<file path="src/rtl/nested_irq_ctrl.sv">
module nested_irq_ctrl #(
  parameter int NUM_IRQ = 64,
  parameter int PRIO_W  = 4,
  parameter int DEPTH   = 4,
  parameter int EXC_OFS = 16,
  parameter int EXC_W   = 9
) (
  input  logic               clk,
  input  logic               rst_n,
  input  logic               bus_wr,
  input  logic [7:0]         bus_addr,
  input  logic [31:0]        bus_wdata,
  output logic [31:0]        bus_rdata,
  input  logic [NUM_IRQ-1:0] irq_lines,
  input  logic               core_ack,
  input  logic               core_exit,
  output logic               irq_valid,
  output logic [EXC_W-1:0]   irq_num
);
  localparam int NWORDS = NUM_IRQ / 32;
  localparam int PER_PW = 32 / PRIO_W;
  localparam int PWORDS = NUM_IRQ / PER_PW;
  localparam int LINE_W = $clog2(NUM_IRQ);
  localparam int DEP_W  = $clog2(DEPTH + 1);
  localparam logic [DEP_W-1:0] FULL = DEP_W'(DEPTH);
  localparam logic [NUM_IRQ-1:0] ONE = {{(NUM_IRQ-1){1'b0}}, 1'b1};

  logic [NUM_IRQ-1:0] en, pend, act, prev;
  logic [PRIO_W-1:0]  prio [NUM_IRQ];
  logic [LINE_W-1:0]  stk_line [DEPTH];
  logic [PRIO_W-1:0]  stk_prio [DEPTH];
  logic [DEP_W-1:0]   depth;

  wire [2:0] region = bus_addr[7:5];
  wire [4:0] idx    = bus_addr[4:0];

  logic [NUM_IRQ-1:0] set_en, clr_en, set_pd, clr_pd;
  always_comb begin
    set_en = '0; clr_en = '0; set_pd = '0; clr_pd = '0;
    bus_rdata = '0;
    for (int w = 0; w < NWORDS; w++) begin
      if (idx == 5'(w)) begin
        if (bus_wr) begin
          if (region == 3'd0) set_en[w*32 +: 32] = bus_wdata;
          if (region == 3'd1) clr_en[w*32 +: 32] = bus_wdata;
          if (region == 3'd2) set_pd[w*32 +: 32] = bus_wdata;
          if (region == 3'd3) clr_pd[w*32 +: 32] = bus_wdata;
        end
        if (region == 3'd0 || region == 3'd1) bus_rdata = en[w*32 +: 32];
        if (region == 3'd2 || region == 3'd3) bus_rdata = pend[w*32 +: 32];
        if (region == 3'd4) bus_rdata = act[w*32 +: 32];
      end
    end
    for (int p = 0; p < PWORDS; p++)
      if (region == 3'd5 && idx == 5'(p))
        for (int k = 0; k < PER_PW; k++)
          bus_rdata[k*PRIO_W +: PRIO_W] = prio[p*PER_PW + k];
  end

  logic              win_found;
  logic [LINE_W-1:0] win_line;
  logic [PRIO_W-1:0] win_prio;
  always_comb begin
    win_found = 1'b0; win_line = '0; win_prio = '0;
    for (int i = 0; i < NUM_IRQ; i++)
      if (pend[i] && en[i] && (!win_found || prio[i] < win_prio)) begin
        win_found = 1'b1; win_line = LINE_W'(i); win_prio = prio[i];
      end
  end

  logic [LINE_W-1:0] top_line;
  logic [PRIO_W-1:0] top_prio;
  always_comb begin
    top_line = '0; top_prio = '0;
    for (int d = 0; d < DEPTH; d++)
      if (depth == DEP_W'(d + 1)) begin
        top_line = stk_line[d]; top_prio = stk_prio[d];
      end
  end

  assign irq_valid = win_found && depth != FULL && (depth == '0 || win_prio < top_prio);
  assign irq_num   = EXC_W'(win_line) + EXC_W'(EXC_OFS);

  wire take  = core_ack && irq_valid && !core_exit;
  wire leave = core_exit && depth != '0;
  wire [NUM_IRQ-1:0] ack_bit  = take  ? (ONE << win_line) : '0;
  wire [NUM_IRQ-1:0] exit_bit = leave ? (ONE << top_line) : '0;
  wire [NUM_IRQ-1:0] rise     = irq_lines & ~prev;

  always_ff @(posedge clk) begin
    if (!rst_n) begin
      en <= '0; pend <= '0; act <= '0; prev <= '0; depth <= '0;
      for (int i = 0; i < NUM_IRQ; i++) prio[i] <= '0;
      for (int d = 0; d < DEPTH; d++) begin
        stk_line[d] <= '0; stk_prio[d] <= '0;
      end
    end else begin
      prev <= irq_lines;
      en   <= (en | set_en) & ~clr_en;
      pend <= (pend & ~clr_pd & ~ack_bit) | set_pd | rise;
      act  <= (act | ack_bit) & ~exit_bit;
      if (bus_wr && region == 3'd5)
        for (int p = 0; p < PWORDS; p++)
          if (idx == 5'(p))
            for (int k = 0; k < PER_PW; k++)
              prio[p*PER_PW + k] <= bus_wdata[k*PRIO_W +: PRIO_W];
      if (leave) depth <= depth - DEP_W'(1);
      else if (take) begin
        for (int d = 0; d < DEPTH; d++)
          if (depth == DEP_W'(d)) begin
            stk_line[d] <= win_line; stk_prio[d] <= win_prio;
          end
        depth <= depth + DEP_W'(1);
      end
    end
  end

  a_r7_ack_sets_active: assert property (@(posedge clk) disable iff (!rst_n)
    take |=> act[$past(win_line)]);
  a_r8_exit_pops: assert property (@(posedge clk) disable iff (!rst_n)
    leave |=> depth == $past(depth) - DEP_W'(1));
  a_r8_active_within_depth: assert property (@(posedge clk) disable iff (!rst_n)
    $countones(act) <= int'(depth));
  a_r9_edge_pends: assert property (@(posedge clk) disable iff (!rst_n)
    (rise != '0) |=> ((pend & $past(rise)) == $past(rise)));
  a_r10_full_blocks: assert property (@(posedge clk) disable iff (!rst_n)
    depth == FULL |-> !irq_valid);
  a_r10_depth_bound: assert property (@(posedge clk) disable iff (!rst_n)
    depth <= FULL);
endmodule

</file>
<file path="config.mk">
export PLATFORM = sky130hd
export DESIGN_NAME = nested_irq_ctrl
export DESIGN_NICKNAME = d
export VERILOG_FILES = /design/src/rtl/nested_irq_ctrl.sv
export SDC_FILE = /design/constraint.sdc
export NUM_CORES = 2
export LEC_CHECK = 0
export ABC_AREA = 0
export BUFFER_PORTS_ARGS = -buffer_cell sky130_fd_sc_hd__buf_4
export CAP_MARGIN = 30
export CORE_MARGIN = 4
export CORE_UTILIZATION = 51
export CTS_CLUSTER_SIZE = 30
export DETAILED_ROUTE_END_ITERATION = 12
export GPL_TIMING_DRIVEN = 0
export PLACE_DENSITY = 0.68
export SYNTH_ARGS = -nofsm -noshare
export SYNTH_HDL_FRONTEND = slang
export SYNTH_SLANG_ARGS = --single-unit
</file>
<file path="constraint.sdc">
create_clock -name clk -period 111.4 [get_ports clk]
set_input_delay 5.57 -clock clk [delete_from_list [all_inputs] [get_ports clk]]
set_output_delay 5.57 -clock clk [all_outputs]
set_load 0.005 [all_outputs]
</file>
; After elaboration in Yosys (flattened, before gate mapping)
; Memory sizes are Yosys's and may differ from the RTL's.
; Cells that the tools add are included.
[classes]
order_cmp = 64
reduce_logical = 276
n_addsub = 3
mux = 360
shift = 2
n_bitwise = 86
n_eq_ne = 17
[ops]
columns = cell, count
row1 = two-way mux 32 bit, 32
row2 = two-way mux 4 bit, 136
row3 = two-way mux 6 bit, 70
row4 = AND 64 bit, 5
row5 = inverter 64 bit, 5
row6 = less-than comparator 4 bit, 64
row7 = OR 64 bit, 4
row8 = logical AND 1 bit, 141
row9 = two-way mux 64 bit, 2
row10 = "<< shifter 1 x 6 -> 64 bit, first input constant", 2
row11 = two-way mux 1 bit, 118
row12 = OR 1 bit, 72
row13 = logical OR 1 bit, 66
row14 = logical NOT 1 bit, 64
row15 = "== test 5 x 3 -> 1 bit, second input constant", 4
row16 = "== test 3 x 2 -> 1 bit, second input constant", 4
row17 = "== test 5 x 2 -> 1 bit, second input constant", 2
row18 = "== test 3 bit, second input constant", 3
row19 = "adder 6 x 5 -> 7 bit, second input constant", 1
row20 = "== test 3 x 1 -> 1 bit, second input constant", 2
row21 = logical NOT 3 bit, 2
row22 = two-way mux 3 bit, 2
row23 = "== test 5 x 1 -> 1 bit, second input constant", 1
row24 = logical NOT 5 bit, 1
row25 = 5 further kinds, 5
[word_totals]
mem_count = 3
ff_bits = 259
ramBits = 296
inputBits = 109
output_inout_bits = 42
[memory_table]
columns = name, words, width, rd, rd_ports_with_merged_regs, write_ports, line_no
row1 = prio, 64, 4, 64, 0, 64, 29  ; logic [PRIO_W-1:0] prio [NUM_IRQ];
row2 = stk_line, 4, 6, 4, 0, 4, 30  ; logic [LINE_W-1:0] stk_line [DEPTH];
row3 = stk_prio, 4, 4, 4, 0, 4, 31  ; logic [PRIO_W-1:0] stk_prio [DEPTH];

; Depth between registers and ports, before layout
[logic_depth]
depth_word = 264
mapped_depth = 521

; Worst setup path after synthesis
; OpenSTA, ideal clock, no wires.
[synth_path]
path_kind = flip-flop to output port
startpoint = reg en[0]
endpoint = out irq_valid
n_path_buf = 22
path_slack_ns = 19.517
t_arrival_ns = 86.313
stages_incl_launch_ff = 476
path_cell_list = dfxtp_1 > and2_1 > buf_4 > nand2_1 > ha_1 > a221oi_2 > o21ai_0 > o31ai_1 > inv_1 > ha_1 > a21oi_1 > a21oi_1 > a311o_1 > buf_6 > a21oi_1 > inv_1 > ha_1 > a211o_1 > (+440 left out) > buf_2 > mux2_2 > ha_1 > o21ai_0 > nand2_1 > o31ai_1 > nand2b_1 > clkbuf_1 > o21a_1 > inv_2 > ha_1 > nand4b_1 > nor2_1 > o21ai_0 > o21ai_0 > a221o_1 > a21o_1 > nor2_1
[synth_via]
elab_chain_len = 257
[synth_rtl]
columns = element, line_no
row1 = start: declaration, 28  ; logic [NUM_IRQ-1:0] en, pend, act, prev;
row2 = start signal: assignment, 99  ; en <= (en | set_en) & ~clr_en;
row3 = logical AND 1 bit *, 66  ; if (pend[i] && en[i] && (!win_found || prio[i] < win_prio)) begin
row4 = two-way mux 4 bit / two-way mux 1 bit (equally long branches), 66
row5 = less-than comparator 4 bit / logical NOT 1 bit (equally long branches), 66
row6 = logical OR 1 bit, 66
row7 = logical AND 1 bit, 66
row8 = two-way mux 4 bit / two-way mux 1 bit (equally long branches), 66
row9 = less-than comparator 4 bit / logical NOT 1 bit (equally long branches), 66
row10 = logical OR 1 bit, 66
row11 = (+242 left out), n/a
row12 = less-than comparator 4 bit / logical NOT 1 bit (equally long branches), 66
row13 = logical OR 1 bit, 66
row14 = logical AND 1 bit, 66
row15 = two-way mux 4 bit *, 66
row16 = net win_prio[3], 62  ; logic [PRIO_W-1:0] win_prio;
row17 = less-than comparator 4 bit *, 81  ; assign irq_valid = win_found && depth != FULL && (depth == '0 || win_prio < top_prio);
row18 = logical OR 1 bit *, 81
row19 = logical AND 1 bit *, 81
row20 = end: declaration, 17  ; output logic irq_valid,
; The timed path passes the listed nets; every way through them passes the cells marked *.

; Final worst setup path
[layout_path]
startpoint = reg pend[0]
endpoint = out irq_valid
[layout_via]
elab_chain_len = 257
[layout_rtl]
columns = element, line_no
row1 = start: declaration, 28
row2 = start signal: assignment, 100  ; pend <= (pend & ~clr_pd & ~ack_bit) | set_pd | rise;
row3 = logical AND 1 bit *, 66
row4 = two-way mux 4 bit / two-way mux 1 bit (equally long branches), 66
row5 = less-than comparator 4 bit / logical NOT 1 bit (equally long branches), 66
row6 = logical OR 1 bit, 66
row7 = logical AND 1 bit, 66
row8 = two-way mux 4 bit / two-way mux 1 bit (equally long branches), 66
row9 = less-than comparator 4 bit / logical NOT 1 bit (equally long branches), 66
row10 = logical OR 1 bit, 66
row11 = (+242 left out), n/a
row12 = less-than comparator 4 bit / logical NOT 1 bit (equally long branches), 66
row13 = logical OR 1 bit, 66
row14 = logical AND 1 bit, 66
row15 = two-way mux 4 bit *, 66
row16 = net win_prio[3], 62
row17 = less-than comparator 4 bit *, 81
row18 = logical OR 1 bit *, 81
row19 = logical AND 1 bit *, 81
; Marks and branches as above.

==> metrics.txt <==
status complete, no violations; die width 292 um; Critical Path AT 98590 ps; Yosys cell types 155; clk slew on worst S/H paths 70 ps; asr flop ratio synth 0%; top-count cell post-synth nor2_1; via/cell ratio 6.98; first-pass GRT wire length 287 mm; Reg2Reg Depth 484; largest net degree at the start of global routing 33; Hold Vio Cnt, Final 0; Slowest cell on crit path or4b_1; total gr overflow 0; Non-Filler Instances 6449; placed cell areas 44100 sq um; row count 104; sequential fraction of the synthesis area 34.1%; dominant cell type by area after synthesis edfxtp_1; Seq cells post-synth 554; Starting DRT DRC Count 6468; CTS tree yes; Core Region 80300 sq um; Hold Buf Count CTS 0; root buffer selected by CTS clkbuf_16; Synth top cells by count nor2_1, nand2_1, o21ai_0; fin crit period 104160 ps; number of buffers added on ports 146; fillcell total 7646; Final Wtd Congestion 1.10; max incr delay on CP 520 ps; top cells by area, synth edfxtp_1, dfxtp_1, nor2_1; LEAKAGE 17.8 nW; final setup vio count 0; H-tree depth 2; Worst Path Required 105830 ps; Worst R2R End pend[9]$_SDFF_PN0_; Crit Path Category reg2out; crit end category output pin; fin nets 5530; setup ws final 7240 ps; Mean Syn Cell Area 8.12 sq um; Ys Warns 0; CTS max path bufs 3; drt wl/cell 31.8 um; Slew Limit Fails 0; number of max-cap violations 0; area grow syn2layout 13.0%; initial antenna violation count 7; crit share post-route 93.5%; design area 46600 sq um; Achievable Freq 9.60 MHz; First-pass DRT Iterations 12; Clock Skews 77.7 ps; via count 45034; total track usage 45.7%; Yosys top cell area share 21.5%; Worst R2R Setup Slack 12250 ps; DIE HEIGHT 292 um; Worst slew margin 14.8%; I/O pins 151; total die area 85500 sq um; Num CTS Buffers 58; Setup TNS 0 ps; number of global-route vias before repair 40655; CP startpoint kind register; Synth Flop Type edfxtp_1; overall routed net length 205 mm; worst slack at placement 3850 ps; Setup crit end irq_valid; CTS Sinks 554; CP startpoint pend[0]$_SDFF_PN0_; Detailed Place HPWL 165 mm; r2r startpoint pend[0]$_SDFF_PN0_; ANT nets after route 0; Final Util 58.1%; clock latency reported for the late side of the worst-skew pair 700 ps; share of post-route cells with drive strength above 1 11.9%; Initial Util 51.4%; Worst-Margin Slew 1280 ps; PD cells 11.9 nW/um^2; Placed Cells 6304; Gate Count Post-Synth 5077; netlist area before placement 41200 sq um; CP max FO 10; Post-route DRC 0; Top cell by count, worst path ha_1; VDD IR max 0.0141 mV; number of flops mapped to enable cells by yosys 295; Worst Hold Class reg2reg
[worst min-delay path by stage]
| stage | start | endpoint | depth (start not counted) |
|---|---|---|---|
| after floorplan | act[50]$_SDFF_PN0_ | act[50]$_SDFF_PN0_ | 2 |
| after global placement | en[49]$_SDFF_PN0_ | en[49]$_SDFF_PN0_ | 2 |
| after detailed placement | en[14]$_SDFF_PN0_ | en[14]$_SDFF_PN0_ | 2 |
| after CTS | en[49]$_SDFF_PN0_ | en[49]$_SDFF_PN0_ | 2 |
| after global routing | en[49]$_SDFF_PN0_ | en[49]$_SDFF_PN0_ | 2 |
| final | en[59]$_SDFF_PN0_ | en[59]$_SDFF_PN0_ | 2 |
[cells in the final DEF, fill, tap and decap left out, types with 100 or more instances in the layout]
cell type    n
nor2_1     617
inv_1      296
o21ai_0    386
dfxtp_1    259
nand2_1    545
o22ai_1    106
nand3_1    100
nor3_1     117
mux2i_1    130
clkbuf_1   168
buf_4      195
edfxtp_1   295
a21oi_1    274
a31oi_1    195
[routing by layer]
metal	GRT usage, %	routed length, um
met1	58.7	75700
met2	67.0	84100
met3	13.2	28100
met4	29.7	17300
met5	0	33
[area by class of cell]
cell class,count,area [sq um],share of cell area [%]
Antenna cell,3,7.51,0.0161
Buffer,256,1140,2.45
Clock buffer,70,1570,3.36
Clock inverter,40,504,1.08
Inverter,305,1140,2.46
Multi-Input combinational cell,3964,25200,54.1
Sequential cell,554,14000,30.1
Tap cell,1060,1330,2.85
Timing Repair Buffer,197,1660,3.56
[flip-flops by register name, summed over array words and instances (netlist names)]
name	cells
prio	256
pend	64
act	64
stk_line	24
en	64
stk_prio	15
depth	3
prev	64
[critical path, delay by kind of cell (launching register included)]
family,cells,cell delay (ps)
AOI/OAI and AO/OA,187,39440
adders and majority gates,64,17850
buffers and inverters,52,6350
DFF,1,470
muxes,28,8150
and+or+nand+nor,151,25390
[per-stage QoR]
stage	total power, mW	hold slack (ps)
floorplan	0.289	424
global placement	0.332	473
detailed placement	0.334	487
CTS	0.544	502
global route	0.561	522
finish	0.553	505
[kinds of logic after synthesis]
group,share of synthesized area [%]
other cells,0.00909
simple gates,20.7
buf+inv,5.54
flops,34.1
compound gates,31.1
fa+ha+maj,3.29
mux,4.87
xor+xnor,0.403
[timing repair]
item / 4_1_cts / 5_1_grt
setup endpoints to repair: 0 / 217
endpoints found under the hold margin: 0 / 0
setup buffers: 0 / 28
gates resized for setup: 0 / 54
[power breakdown]
group	internal [mW]	switching, mW
Combinational	0.0272	0.0638
Sequential	0.226	0.0196
Clock	0.120	0.0960
Power figures use the tool's default switching activity.
